File: config.mk
export PLATFORM = sky130hd
export DESIGN_NAME = spiRegPort
export DESIGN_NICKNAME = d
export VERILOG_FILES = /design/src/rtl/spiRegPortPkg.sv /design/src/rtl/spiSync.sv /design/src/rtl/spiCtrl.sv /design/src/rtl/spiRegBank.sv /design/src/rtl/spiRegPort.sv
export SDC_FILE = /design/constraint.sdc
export NUM_CORES = 1
export LEC_CHECK = 0
export BUFFER_PORTS_ARGS = -buffer_cell sky130_fd_sc_hd__buf_4
export CAP_MARGIN = 20
export CORE_MARGIN = 2
export CORE_UTILIZATION = 30
export DETAILED_ROUTE_END_ITERATION = 7
export PLACE_DENSITY_LB_ADDON = 0.3
export SLEW_MARGIN = 15
export SYNTH_ARGS = -nofsm -noshare
export SYNTH_HDL_FRONTEND = slang
export SYNTH_SLANG_ARGS = --single-unit
File: constraint.sdc
create_clock -name clk -period 8.55 [get_ports clk]
set_clock_uncertainty 0.2 [all_clocks]
set_input_delay 0.4275 -clock clk [delete_from_list [all_inputs] [get_ports clk]]
set_output_delay 0.4275 -clock clk [all_outputs]
set_load 0.01 [all_outputs]
File: src/rtl/spiRegPortPkg.sv
package spiRegPortPkg;
  localparam int ADDR_W   = 6;
  localparam int DATA_W   = 32;
  localparam int NUM_REGS = 5;
  localparam int IDX_W    = $clog2(DATA_W);
  localparam int CNT_W    = IDX_W + 1;

  // byte length of each register address; unlisted addresses take one byte
  function automatic int unsigned regBytes(input logic [ADDR_W-1:0] a);
    case (a)
      6'd0:    return 1;
      6'd1:    return 2;
      6'd2:    return 4;
      6'd3:    return 1;
      6'd4:    return 4;
      default: return 1;
    endcase
  endfunction

  typedef struct packed {
    logic              clearShadow;
    logic              loadRead;
    logic              dataBit;
    logic              commit;
    logic              driveOut;
    logic              clearOut;
    logic [ADDR_W-1:0] addr;
    logic [IDX_W-1:0]  bitIdx;
  } strobe_t;
endpackage

File: src/rtl/spiSync.sv
module spiSync #(
  parameter int STAGES = 2
) (
  input  logic clk,
  input  logic rstN,
  input  logic sclkIn,
  input  logic csNIn,
  input  logic ioResetIn,
  input  logic sdiIn,
  output logic sclkRise,
  output logic sclkFall,
  output logic csHigh,
  output logic ioRst,
  output logic sdiBit
);
  logic [STAGES-1:0] sclkQ, csQ, rstQ, sdiQ;
  logic sclkLast;

  always_ff @(posedge clk or negedge rstN) begin
    if (!rstN) begin
      sclkQ    <= '0;
      csQ      <= '1;
      rstQ     <= '0;
      sdiQ     <= '0;
      sclkLast <= 1'b0;
    end else begin
      sclkQ    <= {sclkQ[STAGES-2:0], sclkIn};
      csQ      <= {csQ[STAGES-2:0], csNIn};
      rstQ     <= {rstQ[STAGES-2:0], ioResetIn};
      sdiQ     <= {sdiQ[STAGES-2:0], sdiIn};
      sclkLast <= sclkQ[STAGES-1];
    end
  end

  assign sclkRise = sclkQ[STAGES-1] & ~sclkLast;
  assign sclkFall = ~sclkQ[STAGES-1] & sclkLast;
  assign csHigh   = csQ[STAGES-1];
  assign ioRst    = rstQ[STAGES-1];
  assign sdiBit   = sdiQ[STAGES-1];
endmodule

File: src/rtl/spiCtrl.sv
module spiCtrl
  import spiRegPortPkg::*;
(
  input  logic    clk,
  input  logic    rstN,
  input  logic    sclkRise,
  input  logic    sclkFall,
  input  logic    abort,
  input  logic    sdiBit,
  input  logic    cfgLsb,
  input  logic    cfgThree,
  output strobe_t strb,
  output logic    readOe,
  output logic    threeAct
);
  typedef enum logic {PH_INSTR, PH_DATA} phase_t;

  phase_t           phase;
  logic [CNT_W-1:0] cnt;
  logic [CNT_W-1:0] lenBits;
  logic [CNT_W-1:0] lenNxt;
  logic [7:0]       instr;
  logic [7:0]       instrNxt;
  logic [2:0]       iIdx;
  logic [IDX_W-1:0] dataIdx;
  logic             lsbAct;
  logic             instrDone;
  logic             dataLast;

  assign iIdx = lsbAct ? cnt[2:0] : (3'd7 - cnt[2:0]);

  always_comb begin
    instrNxt       = instr;
    instrNxt[iIdx] = sdiBit;
  end

  assign lenNxt    = CNT_W'(regBytes(instrNxt[ADDR_W-1:0]) * 8);
  assign instrDone = sclkRise && (phase == PH_INSTR) && (cnt == CNT_W'(7));
  assign dataLast  = (phase == PH_DATA) && (cnt == lenBits - 1'b1);
  assign dataIdx   = lsbAct ? cnt[IDX_W-1:0] : IDX_W'(lenBits - 1'b1 - cnt);

  always_comb begin
    strb.clearShadow = instrDone && !abort;
    strb.loadRead    = instrDone && instrNxt[7] && !abort;
    strb.dataBit     = sclkRise && (phase == PH_DATA) && !instr[7] && !abort;
    strb.commit      = sclkRise && dataLast && !instr[7] && !abort;
    strb.driveOut    = sclkFall && (phase == PH_DATA) && readOe && !abort;
    strb.clearOut    = abort || (sclkRise && dataLast);
    strb.addr        = instrDone ? instrNxt[ADDR_W-1:0] : instr[ADDR_W-1:0];
    strb.bitIdx      = dataIdx;
  end

  always_ff @(posedge clk or negedge rstN) begin
    if (!rstN) begin
      phase    <= PH_INSTR;
      cnt      <= '0;
      lenBits  <= CNT_W'(8);
      instr    <= '0;
      readOe   <= 1'b0;
      lsbAct   <= 1'b0;
      threeAct <= 1'b0;
    end else if (abort) begin
      phase    <= PH_INSTR;
      cnt      <= '0;
      readOe   <= 1'b0;
      lsbAct   <= cfgLsb;
      threeAct <= cfgThree;
    end else if (sclkRise) begin
      if (phase == PH_INSTR) begin
        instr <= instrNxt;
        if (cnt == CNT_W'(7)) begin
          phase   <= PH_DATA;
          cnt     <= '0;
          readOe  <= instrNxt[7];
          lenBits <= lenNxt;
        end else begin
          cnt <= cnt + 1'b1;
        end
      end else if (dataLast) begin
        phase  <= PH_INSTR;
        cnt    <= '0;
        readOe <= 1'b0;
      end else begin
        cnt <= cnt + 1'b1;
      end
    end else if ((phase == PH_INSTR) && (cnt == '0)) begin
      // between transfers: pick up the current mode and order
      lsbAct   <= cfgLsb;
      threeAct <= cfgThree;
    end
  end
endmodule

File: src/rtl/spiRegBank.sv
module spiRegBank
  import spiRegPortPkg::*;
(
  input  logic    clk,
  input  logic    rstN,
  input  strobe_t strb,
  input  logic    sdiBit,
  output logic    outBit,
  output logic    cfgLsb,
  output logic    cfgThree
);
  logic [NUM_REGS*DATA_W-1:0] regFlat;
  logic [DATA_W-1:0]          rdVal;
  logic [DATA_W-1:0]          shadow;
  logic [DATA_W-1:0]          shadowNxt;

  always_comb begin
    rdVal = '0;
    for (int i = 0; i < NUM_REGS; i++) begin
      if (strb.addr == ADDR_W'(i)) rdVal = regFlat[i*DATA_W +: DATA_W];
    end
  end

  always_comb begin
    shadowNxt = shadow;
    if (strb.dataBit) shadowNxt[strb.bitIdx] = sdiBit;
  end

  always_ff @(posedge clk or negedge rstN) begin
    if (!rstN) begin
      shadow <= '0;
      outBit <= 1'b0;
    end else begin
      if (strb.loadRead)         shadow <= rdVal;
      else if (strb.clearShadow) shadow <= '0;
      else                       shadow <= shadowNxt;
      if (strb.clearOut)         outBit <= 1'b0;
      else if (strb.driveOut)    outBit <= shadow[strb.bitIdx];
    end
  end

  for (genvar g = 0; g < NUM_REGS; g++) begin : gReg
    localparam int W = regBytes(ADDR_W'(g)) * 8;
    logic [DATA_W-1:0] val;
    always_ff @(posedge clk or negedge rstN) begin
      if (!rstN) val <= '0;
      else if (strb.commit && (strb.addr == ADDR_W'(g))) val <= DATA_W'(shadowNxt[W-1:0]);
    end
    assign regFlat[g*DATA_W +: DATA_W] = val;
  end

  assign cfgLsb   = regFlat[0];
  assign cfgThree = regFlat[1];
endmodule

File: src/rtl/spiRegPort.sv
module spiRegPort
  import spiRegPortPkg::*;
(
  input  logic clk,
  input  logic rstN,
  input  logic sclk,
  input  logic csN,
  input  logic ioReset,
  input  logic sdioIn,
  output logic sdioOut,
  output logic sdioOe,
  output logic sdoOut,
  output logic sdoOe
);
  logic    sclkRise, sclkFall, csHigh, ioRst, sdiBit;
  logic    cfgLsb, cfgThree, outBit, readOe, threeAct, oe;
  strobe_t strb;

  spiSync #(.STAGES(2)) syncU (
    .clk(clk), .rstN(rstN), .sclkIn(sclk), .csNIn(csN), .ioResetIn(ioReset),
    .sdiIn(sdioIn), .sclkRise(sclkRise), .sclkFall(sclkFall), .csHigh(csHigh),
    .ioRst(ioRst), .sdiBit(sdiBit)
  );

  spiCtrl ctrlU (
    .clk(clk), .rstN(rstN), .sclkRise(sclkRise), .sclkFall(sclkFall),
    .abort(csHigh | ioRst), .sdiBit(sdiBit), .cfgLsb(cfgLsb), .cfgThree(cfgThree),
    .strb(strb), .readOe(readOe), .threeAct(threeAct)
  );

  spiRegBank bankU (
    .clk(clk), .rstN(rstN), .strb(strb), .sdiBit(sdiBit),
    .outBit(outBit), .cfgLsb(cfgLsb), .cfgThree(cfgThree)
  );

  assign oe      = readOe & ~csN;
  assign sdioOe  = oe & ~threeAct;
  assign sdoOe   = oe & threeAct;
  assign sdioOut = sdioOe & outBit;
  assign sdoOut  = sdoOe & outBit;
endmodule

==> results.md <==
- Status: completed
- Hold_sp: syncU.sdiQ[0]
- Final hold vios: 0
- Final period util: between 40% and 50%
- Largest net degree at the start of global routing: 95
- Layout Nets: 839
- Mapped Area: 0.00845 mm^2
- CTS Buf Count: 17
- Max_slew headroom: around a quarter
- CTS clock-pin slew for the worst setup and hold paths: 0.07 ns
- First-pass GRT wire length: 35.2 mm
- Die height: 172 um
- CP max-delay cell: dfrtp_1
- Initial antenna violation count: 0
- CTS max path bufs: 2
- Pins over their slew limit: 0
- Setup violators final: 0
- Number of global-route vias before repair: 6168
- Top cells by count, synth: 155 x dfrtp_1, 123 x nor2_1, 67 x a21oi_1
- Synthesis-to-finish area growth: 11.3%
- Crit end category: flip-flop
- Reg-to-reg startpoint: ctrlU.cnt[1]
- Final Non-Filler Cells: roughly 1.2k
- Setup TNS: 0 ns
- Synth top area cells: dfrtp_1 46%, nor2_1 5.5%, mux2i_1 4.7%, a21oi_1 4.0%, a21oi_2 3.2%
- Crit path kind: reg2reg
- WHS Path Cells: 0
- Crit path cell chain: ha_1 -> and3b_1 -> nand3_1 -> nand4bb_1 -> a211oi_4 -> buf_4 -> a21oi_2
- Period minus WS final: 4.08 ns
- Sequential area share after synthesis: 46.8%
- RSZ-0062 raised after global routing: no
- Io pins: 10
- CP required: 8.63 ns
- Flops & latches, synth: around 160
- Reg2Reg Depth: 7
- Synth top area share: between 40% and 50%
- Pre-Repair DR Iteration Count: 6
- Critical Path Max Stage Delay: 0.93 ns
- Syn avg cell area: 10.0 um^2
- CTS tree: built
- Skew-Pair Late Insertion Delay: approximately 0.44 ns
- CP Max Fanout: 64
- Die area: 0.0295 mm^2
- Share of layout cells above drive strength 1: 18.5%
- Count leader, synth: dfrtp_1
- Dpl cells: around 1.2k
- Final WL: 21.3 mm
- Max frequency: 245 MHz
- Routed len/inst: 17.5 um
- Top delay family on crit path: simple AND/OR/NAND/NOR gates
- Core area: 0.0278 mm^2
- Post-synth ARST share: 100%
- Max-Cap Viols: 0
- Leakage: 3.70 nW
- Cells after Synth: 841
- Via density: 5.13
- CTS sink count: 158
- Final hold slack: approximately 0.15 ns
- Initial drt markers: 575
- Total track usage: 15.5%
- Most used DFF post-synth: dfrtp_1
- EDFF count, synth: 0
- Antenna diode count: 0
- Die Wd: about 170 um
- Worst Setup Start Kind: flip-flop
- Routability cong.: 0.854
- Initial Utilization: 30.4%
- HP Class: reg2reg
- Area leader, netlist: dfrtp_1
- # port buffers: 9
- Ys Warns: 0
- Total vias in the final route: approximately 6.3k
- Worst slew pin tran: 1.10 ns
- Pwr per Cell Area: 173 mW/mm^2
- Dpl hpwl: 13.5 mm
- Reg2Reg Setup Slack: ~4.5 ns
- Antenna Violating Nets Remaining: 0
- RR Endpoint: bankU.gReg[2].val[27]
- CP arrival: 4.17 ns
- Net Count, Synth: 851
- Worst vdd rail ir drop: 0.135 mV
- Detailed-route DRC error count: 0
- Post-synth cell types: 82
- WHS Endpoint: syncU.sdiQ[1]
- GR Overflow Total: 0
- Clock root buffer: clkbuf_16
- Bufs and invs on worst path: 1
- Row cnt: 61
- # H-tree levels: 4
==> worst max-delay path by stage <==
stage | startpoint | endpoint | depth (start not counted) | slack, ns
2_1_floorplan | ctrlU.lsbAct | bankU.shadow[2] | 11 | 5.79
3_3_place_gp | ctrlU.cnt[1] | bankU.gReg[2].val[0] | 7 | 4.58
3_5_place_dp | ctrlU.cnt[1] | bankU.gReg[2].val[1] | 7 | 4.48
4_1_cts | ctrlU.cnt[1] | bankU.gReg[2].val[3] | 7 | 4.47
5_1_grt | ctrlU.cnt[1] | bankU.gReg[2].val[22] | 8 | 4.15
6_report | ctrlU.cnt[1] | bankU.gReg[2].val[27] | 7 | 4.47
==> state kept, by name, indices dropped and copies added, names as in the netlist <==
| signal | cells |
|---|---|
| bankU.gReg.val | 96 |
| bankU.outBit | 1 |
| bankU.shadow | 32 |
| ctrlU.cnt | 6 |
| ctrlU.instr | 7 |
| ctrlU.lenBits | 3 |
| ctrlU.lsbAct | 1 |
| ctrlU.phase | 1 |
| ctrlU.readOe | 1 |
| ctrlU.threeAct | 1 |
| syncU.csQ | 2 |
| syncU.rstQ | 2 |
| syncU.sclkLast | 1 |
| syncU.sclkQ | 2 |
| syncU.sdiQ | 2 |
==> logic make-up after synthesis <==
group	Yosys count	share of synthesized area (%)
flops	158	46.8
mux	53	7.40
buf+inv	83	5.21
fa+ha+maj	4	0.592
simple gates	273	16.6
compound gates	263	22.5
xor+xnor	7	0.814
==> metrics by stage <==
| stage | util, % | total power, mW | cell area (um^2) | setup WS [ns] |
|---|---|---|---|---|
| after CTS | 33.8 | 1.64 | 9400 | 4.47 |
| final | 33.8 | 1.62 | 9400 | 4.47 |
| after floorplan | - | 0.812 | 8450 | 5.79 |
| after detailed placement | 31.5 | 0.845 | 8750 | 4.48 |
| after global placement | 31.5 | 0.845 | 8750 | 4.58 |
| after global routing | 33.8 | 1.68 | 9400 | 4.15 |
==> cell type report <==
| cell class | instances | area, um^2 |
|---|---|---|
| fill | 2879 | 18400 |
| multi-input combinational | 600 | 4070 |
| sequential | 158 | 3960 |
| tap | 378 | 473 |
| clock buffer | 20 | 457 |
| timing repair buffer | 24 | 196 |
| clock inverter | 12 | 145 |
| inverter | 28 | 105 |
==> power breakdown <==
part / internal, mW / leakage [nW] / switching [mW]
Combinational: 0.0196 / 1.22 / 0.0522
Sequential: 0.753 / 2.18 / 0.00708
Clock: 0.454 / 0.295 / 0.337
==> worst reg2reg max path: cells and delay by family, from the launching register on <==
family	cells	cell delay, ns
adder cells (fa/ha/maj)	1	0.39
flip-flops	1	0.93
AND/OR/NAND/NOR	3	1.05
AO/OA/AOI/OAI	2	0.60
buffers and inverters	1	0.77
==> what timing repair did <==
item,4_1_cts,5_1_grt
buffers inserted,0,0
hold buffers,5,0
resized for setup,0,0
hold endpoints to repair,94,0
==> cells in the final DEF, fill, tap and decap left out, types with 11 or more instances in the layout <==
cell / Yosys / final
o22ai_1: 34 / 34
a22oi_1: 20 / 20
clkbuf_16: 0 / 17
nor2_1: 123 / 123
nand2_1: 35 / 35
o21ai_0: 26 / 26
inv_1: 28 / 28
nor2b_1: 13 / 12
nor2_2: 28 / 28
a211oi_1: 12 / 12
buf_4: 8 / 18
dfrtp_1: 155 / 155
a21oi_1: 67 / 67
mux2i_1: 40 / 40
nor3_1: 11 / 11
a21oi_2: 31 / 30
==> per-layer routing <==
layer / share of wire, % / global-route usage (%) / vias to the layer above
met4: 2.0 / 5.92 / 0
met5: 0 / 0 / -
met3: 4.2 / 2.90 / 32
met1: 49 / 22.2 / 3068
met2: 45 / 23.1 / 128
li1: - / - / 3034
Power figures use the tool's default switching activity.
